`src/rtl/tsc_pkg.sv`:
```
package tsc_pkg;
    localparam int NUM_TS  = 8;
    localparam int TSW     = $clog2(NUM_TS);
    localparam int OPW     = 2;
    localparam int NUM_CTL = 10;

    typedef enum logic [TSW-1:0] {
        T0 = 3'd0, T1 = 3'd1, T2 = 3'd2, T3 = 3'd3,
        T4 = 3'd4, T5 = 3'd5, T6 = 3'd6, T7 = 3'd7
    } tstate_e;

    typedef enum logic [OPW-1:0] {
        OP_LD  = 2'd0,
        OP_ST  = 2'd1,
        OP_ADD = 2'd2,
        OP_BRN = 2'd3
    } op_e;

    // strobe bit positions on the ctl bus
    localparam int CTL_MAR_PC = 0;
    localparam int CTL_MEM_RD = 1;
    localparam int CTL_IR_LD  = 2;
    localparam int CTL_PC_INC = 3;
    localparam int CTL_MAR_IR = 4;
    localparam int CTL_PC_LD  = 5;
    localparam int CTL_MEM_WR = 6;
    localparam int CTL_MDR_LD = 7;
    localparam int CTL_AC_LD  = 8;
    localparam int CTL_AC_ADD = 9;
endpackage

```
`src/rtl/tsc_sequencer.sv`:
```
module tsc_sequencer
    import tsc_pkg::*;
(
    input  logic           clk,
    input  logic           rst,
    input  logic           hold,
    input  logic [OPW-1:0] op,
    input  logic           sign,
    output tstate_e        state
);
    tstate_e nxt;
    op_e     opc;

    assign opc = op_e'(op);

    always_comb begin
        nxt = state;
        if (!hold) begin
            unique case (state)
                T0: nxt = T1;
                T1: nxt = T2;
                T2: nxt = T3;
                T3: nxt = (opc == OP_BRN && !sign) ? T0 : T4;
                T4: nxt = (opc == OP_BRN) ? T0 : T5;
                T5: nxt = (opc == OP_ST) ? T0 : T6;
                T6: nxt = T7;
                T7: nxt = T0;
                default: nxt = T0;
            endcase
        end
    end

    always_ff @(posedge clk) begin
        if (rst) state <= T0;
        else     state <= nxt;
    end

    // a wait cycle freezes the time state
    assert_hold_R3: assert property (@(posedge clk) disable iff (rst)
        hold |=> $stable(state));
endmodule

```
`src/rtl/tsc_strobe_dec.sv`:
```
module tsc_strobe_dec
    import tsc_pkg::*;
(
    input  logic               clk,
    input  logic               rst,
    input  tstate_e            state,
    input  logic               hold,
    input  logic [OPW-1:0]     op,
    input  logic               sign,
    output logic [NUM_TS-1:0]  ts_onehot,
    output logic [NUM_CTL-1:0] ctl,
    output logic               done
);
    op_e  opc;
    logic adv;

    assign opc = op_e'(op);
    assign adv = !hold;

    for (genvar g = 0; g < NUM_TS; g++) begin : g_ts
        assign ts_onehot[g] = (state == tstate_e'(g));
    end

    always_comb begin
        ctl  = '0;
        done = 1'b0;
        unique case (state)
            T0: ctl[CTL_MAR_PC] = adv;
            T1: ctl[CTL_MEM_RD] = 1'b1;
            T2: ctl[CTL_IR_LD]  = adv;
            T3: begin
                ctl[CTL_PC_INC] = adv;
                done = adv && (opc == OP_BRN) && !sign;
            end
            T4: begin
                if (opc == OP_BRN) begin
                    ctl[CTL_PC_LD] = adv;
                    done = adv;
                end else begin
                    ctl[CTL_MAR_IR] = adv;
                end
            end
            T5: begin
                if (opc == OP_ST) begin
                    ctl[CTL_MEM_WR] = 1'b1;
                    done = adv;
                end else begin
                    ctl[CTL_MEM_RD] = 1'b1;
                end
            end
            T6: ctl[CTL_MDR_LD] = adv;
            T7: begin
                if (opc == OP_ADD) ctl[CTL_AC_ADD] = adv;
                else               ctl[CTL_AC_LD]  = adv;
                done = adv;
            end
            default: ;
        endcase
    end

    // one time-state indicator per cycle
    assert_ts_onehot_R2: assert property (@(posedge clk) disable iff (rst)
        $onehot(ts_onehot));
    // never two strobes together
    assert_ctl_onehot0_R10: assert property (@(posedge clk) disable iff (rst)
        $onehot0(ctl));
endmodule

```
`src/rtl/time_state_ctrl.sv`:
```
module time_state_ctrl
    import tsc_pkg::*;
(
    input  logic               clk,
    input  logic               rst,
    input  logic               mem_wait,
    input  logic [OPW-1:0]     ir_op,
    input  logic               ac_sign,
    output logic [NUM_TS-1:0]  tstate,
    output logic [NUM_CTL-1:0] ctl,
    output logic               done
);
    tstate_e state;

    tsc_sequencer u_seq (
        .clk   (clk),
        .rst   (rst),
        .hold  (mem_wait),
        .op    (ir_op),
        .sign  (ac_sign),
        .state (state)
    );

    tsc_strobe_dec u_dec (
        .clk       (clk),
        .rst       (rst),
        .state     (state),
        .hold      (mem_wait),
        .op        (ir_op),
        .sign      (ac_sign),
        .ts_onehot (tstate),
        .ctl       (ctl),
        .done      (done)
    );

    // reset lands in T0 with no done pulse
    assert_reset_t0_R1: assert property (@(posedge clk)
        rst |=> (tstate == 8'b0000_0001) && !done);
    // the cycle after done is T0
    assert_done_to_t0_R11: assert property (@(posedge clk) disable iff (rst)
        done |=> tstate[0]);
    // no completion while waiting
    assert_no_done_wait_R3: assert property (@(posedge clk) disable iff (rst)
        mem_wait |-> !done);
    // branch not taken skips the execute states
    assert_skip_R8: assert property (@(posedge clk) disable iff (rst)
        (tstate[3] && !mem_wait && ir_op == 2'b11 && !ac_sign) |=> tstate[0]);
    // branch taken goes on to T4
    assert_taken_R9: assert property (@(posedge clk) disable iff (rst)
        (tstate[3] && !mem_wait && ir_op == 2'b11 && ac_sign) |=> tstate[4]);
endmodule

```
`config.mk`:
```
export PLATFORM = sky130hd
export DESIGN_NAME = time_state_ctrl
export DESIGN_NICKNAME = d
export VERILOG_FILES = /design/src/rtl/tsc_pkg.sv /design/src/rtl/tsc_sequencer.sv /design/src/rtl/tsc_strobe_dec.sv /design/src/rtl/time_state_ctrl.sv
export SDC_FILE = /design/constraint.sdc
export NUM_CORES = 1
export LEC_CHECK = 0
export ABC_AREA = 0
export CAP_MARGIN = 10
export CORE_MARGIN = 3
export CORE_UTILIZATION = 30
export DETAILED_ROUTE_END_ITERATION = 8
export PLACE_DENSITY = 0.74
export RECOVER_POWER = 25
export SYNTH_ARGS = -nofsm -noshare
export SYNTH_HDL_FRONTEND = slang
export SYNTH_HIERARCHICAL = 1
export SYNTH_SLANG_ARGS = --single-unit
```
`constraint.sdc`:
```
create_clock -name clk -period 1.5 [get_ports clk]
set_clock_uncertainty 0.1 [all_clocks]
set_input_delay 0.3 -clock clk [delete_from_list [all_inputs] [get_ports clk]]
set_output_delay 0.3 -clock clk [all_outputs]
set_load 0.05 [all_outputs]
```
==> flow_summary.json, run 1 <==
{
  "synth.distinct_cells": 28,
  "initial_core_util": 0.341,
  "synth_top_area_frac": 0.150,
  "synth_most_common_cell": "nor2_1",
  "syn-cell-area_um2": 399,
  "status": "stopped before the end",
  "synthCells": 60,
  "ys_seq_elements": 3,
  "error": "[ERROR DPL-0033] detailed placement checks failed during check placement.",
  "avgSynthCellArea_um2": 6.65,
  "synthArstFlopShare": 0,
  "synth_common_cells": "nor2_1, nor3_1, nand2_1",
  "synth-main-ff-cell": "dfxtp_1",
  "routabilityCongestion": 0.932,
  "yosysTopAreaCell": "dfxtp_1",
  "die_h_um": 42.5,
  "synth-edff-count": 0,
  "rows": 12,
  "die_w_um": 42.5,
  "boundaryPins": 25,
  "ys_seq_area_frac": 0.150,
  "synth.area.top_cells": "dfxtp_1, nor2_1, nor3_1",
  "yosys_warnings": 6,
  "port_buffers": 24,
  "synth_nets": 66,
  "dpl.hpwl_mm": 2.39,
  "lastStage": "detailed placement (3_5_place_dp)"
}
## metrics by stage
stage                   setup WS, ns  instance area (µm²)  std cells
after floorplan               -0.580                  546         60
after global placement        -0.353                 1170        121
## logic make-up after synthesis
| kind of cell | after synthesis | share of synthesized area |
|---|---|---|
| compound gates | 15 | 0.270 |
| flops | 3 | 0.150 |
| buf+inv | 6 | 0.0940 |
| simple gates | 36 | 0.486 |
==> run 2, diff against run 1 <==
- CORE_AREA: not set -> 3 3 64 66
- CORE_MARGIN: 3 -> not set
- CORE_UTILIZATION: 30 -> not set
- DIE_AREA: not set -> 0 0 67 69
- PLACE_DENSITY: 0.74 -> not set
- PLACE_DENSITY_LB_ADDON: not set -> 0.15
- clock period: 1.5 -> 2 ns (I/O delays scaled with it)
==> flow_summary.json, run 2 <==
{
  "avgSynthCellArea_um2": 6.65,
  "synth_nets": 66,
  "crit_type": "in2out",
  "avgRoutedWirePerCell_um": 10.7,
  "ff_latch_area_um2": 66.3,
  "core_area_um2": 3630,
  "final_common_cell": "buf_12",
  "p_leak_nw": 0.444,
  "cts_sinks": 3,
  "insertion_delay_ns": 0.21,
  "die_w_um": 67,
  "ant_nets": 0,
  "netSwitchingFraction": 0.336,
  "crit_path_max_incr_delay_ns": 0.31,
  "boundaryPins": 25,
  "stdcell_count": 152,
  "rows": 22,
  "worst_ep_arrival_time_ns": 1.44,
  "largest_reg_flops": 3,
  "area_delta_synth_final_pct": 175,
  "setup-tns-final_ns": 0,
  "path_clk_slew_ns": 0.03,
  "slew_viol_final": 0,
  "port_buffers": 24,
  "synth_most_common_cell": "nor2_1",
  "largest-register": "u_seq/state",
  "grt_pass1_vias": 563,
  "die-area_um2": 4620,
  "grt_use_total": 0.0748,
  "power.switching_mw": 0.146,
  "root_buffer": "clkbuf_8",
  "dp_cells": 148,
  "finalSetupViolCount": 0,
  "dr.first_iter.drc_count": 13,
  "syn-cell-area_um2": 399,
  "p_clk_frac": 0.395,
  "maxCapViolations": 0,
  "yosys_warnings": 6,
  "layout-drive-gt1-share": 0.587,
  "antenna_cells": 0,
  "synthCells": 60,
  "p_seq_frac": 0.169,
  "cpMaxStageDelayCell": "a211oi_4",
  "comb_power_share": 0.436,
  "synth_top_area_frac": 0.150,
  "firstDrtPassIters": 4,
  "cts_hold_buf": 0,
  "max_slew_margin": 0.750,
  "status": "finished, final reports clean",
  "drc": 0,
  "p_int_mw": 0.288,
  "final_cell_mix": "buf_12, buf_4, nor2_1, nand2_1",
  "top_regs": "u_seq/state x3",
  "synthArstFlopShare": 0,
  "hp-class": "reg2reg",
  "dpl.hpwl_mm": 1.37,
  "multiInputGateArea_um2": 348,
  "clockBufferDepth": 2,
  "crit_required_ns": 1.50,
  "hold_path_depth": 3,
  "period_minus_slack_ns": 1.94,
  "cts_tree": "done",
  "cp_cell_sequence": "dlygate4sd2_1 -> inv_2 -> a31oi_1 -> a211oi_4 -> buf_12",
  "die_h_um": 69,
  "start_kind": "input pin",
  "fmax_ghz": 0.515,
  "ys_seq_elements": 3,
  "grt_max_degree": 12,
  "antenna_found_initial": 0,
  "initial_core_util": 0.110,
  "totalWireLength_mm": 1.63,
  "post-cts-setup-buffers": 0,
  "yosysTopAreaCell": "dfxtp_1",
  "rsz0062_at_grt": "no",
  "cp-end-kind": "primary output",
  "via_per_inst": 3.81,
  "fin_nets": 111,
  "path_max_fanout": 4,
  "synth.area.top_cells": "dfxtp_1, nor2_1, nor3_1",
  "cts_buffers": 3,
  "synth-main-ff-cell": "dfxtp_1",
  "vdd_drop_max_mv": 0.253,
  "hold_viol": 0,
  "synth_common_cells": "nor2_1, nor3_1, nand2_1",
  "via_count": 579,
  "reg2regPathDepth": 4,
  "tightest_slew_ns": 0.371,
  "synth-edff-count": 0,
  "nFillCells": 395,
  "grt-ovfl-total": 0,
  "routabilityCongestion": 0.691,
  "grt_pass1_wl_mm": 2.71,
  "h-tree-depth": 1,
  "synth.distinct_cells": 28,
  "power.density_nw_per_um2": 395,
  "ys_seq_area_frac": 0.150,
  "min_period_over_period": 0.971
}
[run 2: cell counts after synthesis]
No cell type changed its count.
[run 2: final timing paths]
| check | from | endpoint | slack (ns) |
|---|---|---|---|
| hold / removal | u_seq/state[0]$_SDFFE_PP0N_ | u_seq/state[0]$_SDFFE_PP0N_ | 0.52 |
| setup / recovery | ir_op[1] | done | 0.06 |
| setup reg to reg | u_seq/state[0]$_SDFFE_PP0N_ | u_seq/state[2]$_SDFFE_PP0N_ | 0.74 |
| hold reg to reg | u_seq/state[0]$_SDFFE_PP0N_ | u_seq/state[0]$_SDFFE_PP0N_ | 0.52 |
[run 2: cell type report]
| cell class | instances | share of cell area |
|---|---|---|
| Inverter | 3 | 0.0103 |
| Sequential cell | 3 | 0.0604 |
| Clock buffer | 4 | 0.0410 |
| Tap cell | 48 | 0.0547 |
| Timing Repair Buffer | 43 | 0.517 |
| Multi-Input combinational cell | 51 | 0.317 |
[run 2: per-layer routing]
| metal | track usage | wire, µm | share of wire |
|---|---|---|---|
| met1 | 0.0979 | 739 | 0.45 |
| met2 | 0.112 | 742 | 0.46 |
| met3 | 0.0244 | 138 | 0.085 |
| met4 | 0.0270 | 8 | 0.0049 |
| met5 | 0 | 0 | 0 |
[run 2: cell families after synthesis]
family                 after synthesis  share of synthesized area
AO/OA/AOI/OAI                       15                      0.270
buffers and inverters                6                     0.0940
flip-flops                           3                      0.150
AND/OR/NAND/NOR                     36                      0.486
[run 2: timing repair]
| action | 4_1_cts | 5_1_grt |
|---|---|---|
| gates resized for setup | 7 | 2 |
| pin swaps | 2 | 1 |
| endpoints found under the setup margin | 8 | 4 |
[run 2: per-stage QoR]
step | total power, mW | hold slack, ns | instance area (µm²) | utilization | setup WS (ns)
2_1_floorplan | 0.160 | 0.369 | 445 | - | -0.556
3_3_place_gp | 0.267 | 0.577 | 1050 | 0.290 | -0.135
3_5_place_dp | 0.267 | 0.592 | 1050 | 0.290 | -0.205
4_1_cts | 0.443 | 0.566 | 1090 | 0.301 | 0.0214
5_1_grt | 0.462 | 0.588 | 1100 | 0.302 | 0.00315
6_report | 0.434 | 0.520 | 1100 | 0.302 | 0.0572
[run 2: critical path: cells and delay by family]
kind                   cells  cell delay [ns]
buffers and inverters      3             0.59
AO/OA/AOI/OAI              2             0.44
[run 2: power groups by stage]
stage	clock, mW	sequential (mW)	combinational [mW]
finish	0.171	0.0734	0.189
global route	0.186	0.0752	0.201
CTS	0.178	0.0741	0.191
detailed placement	0	0.0743	0.193
global placement	0	0.0741	0.193
floorplan	0	0.0711	0.0891
(Power assumes the default switching activity.)
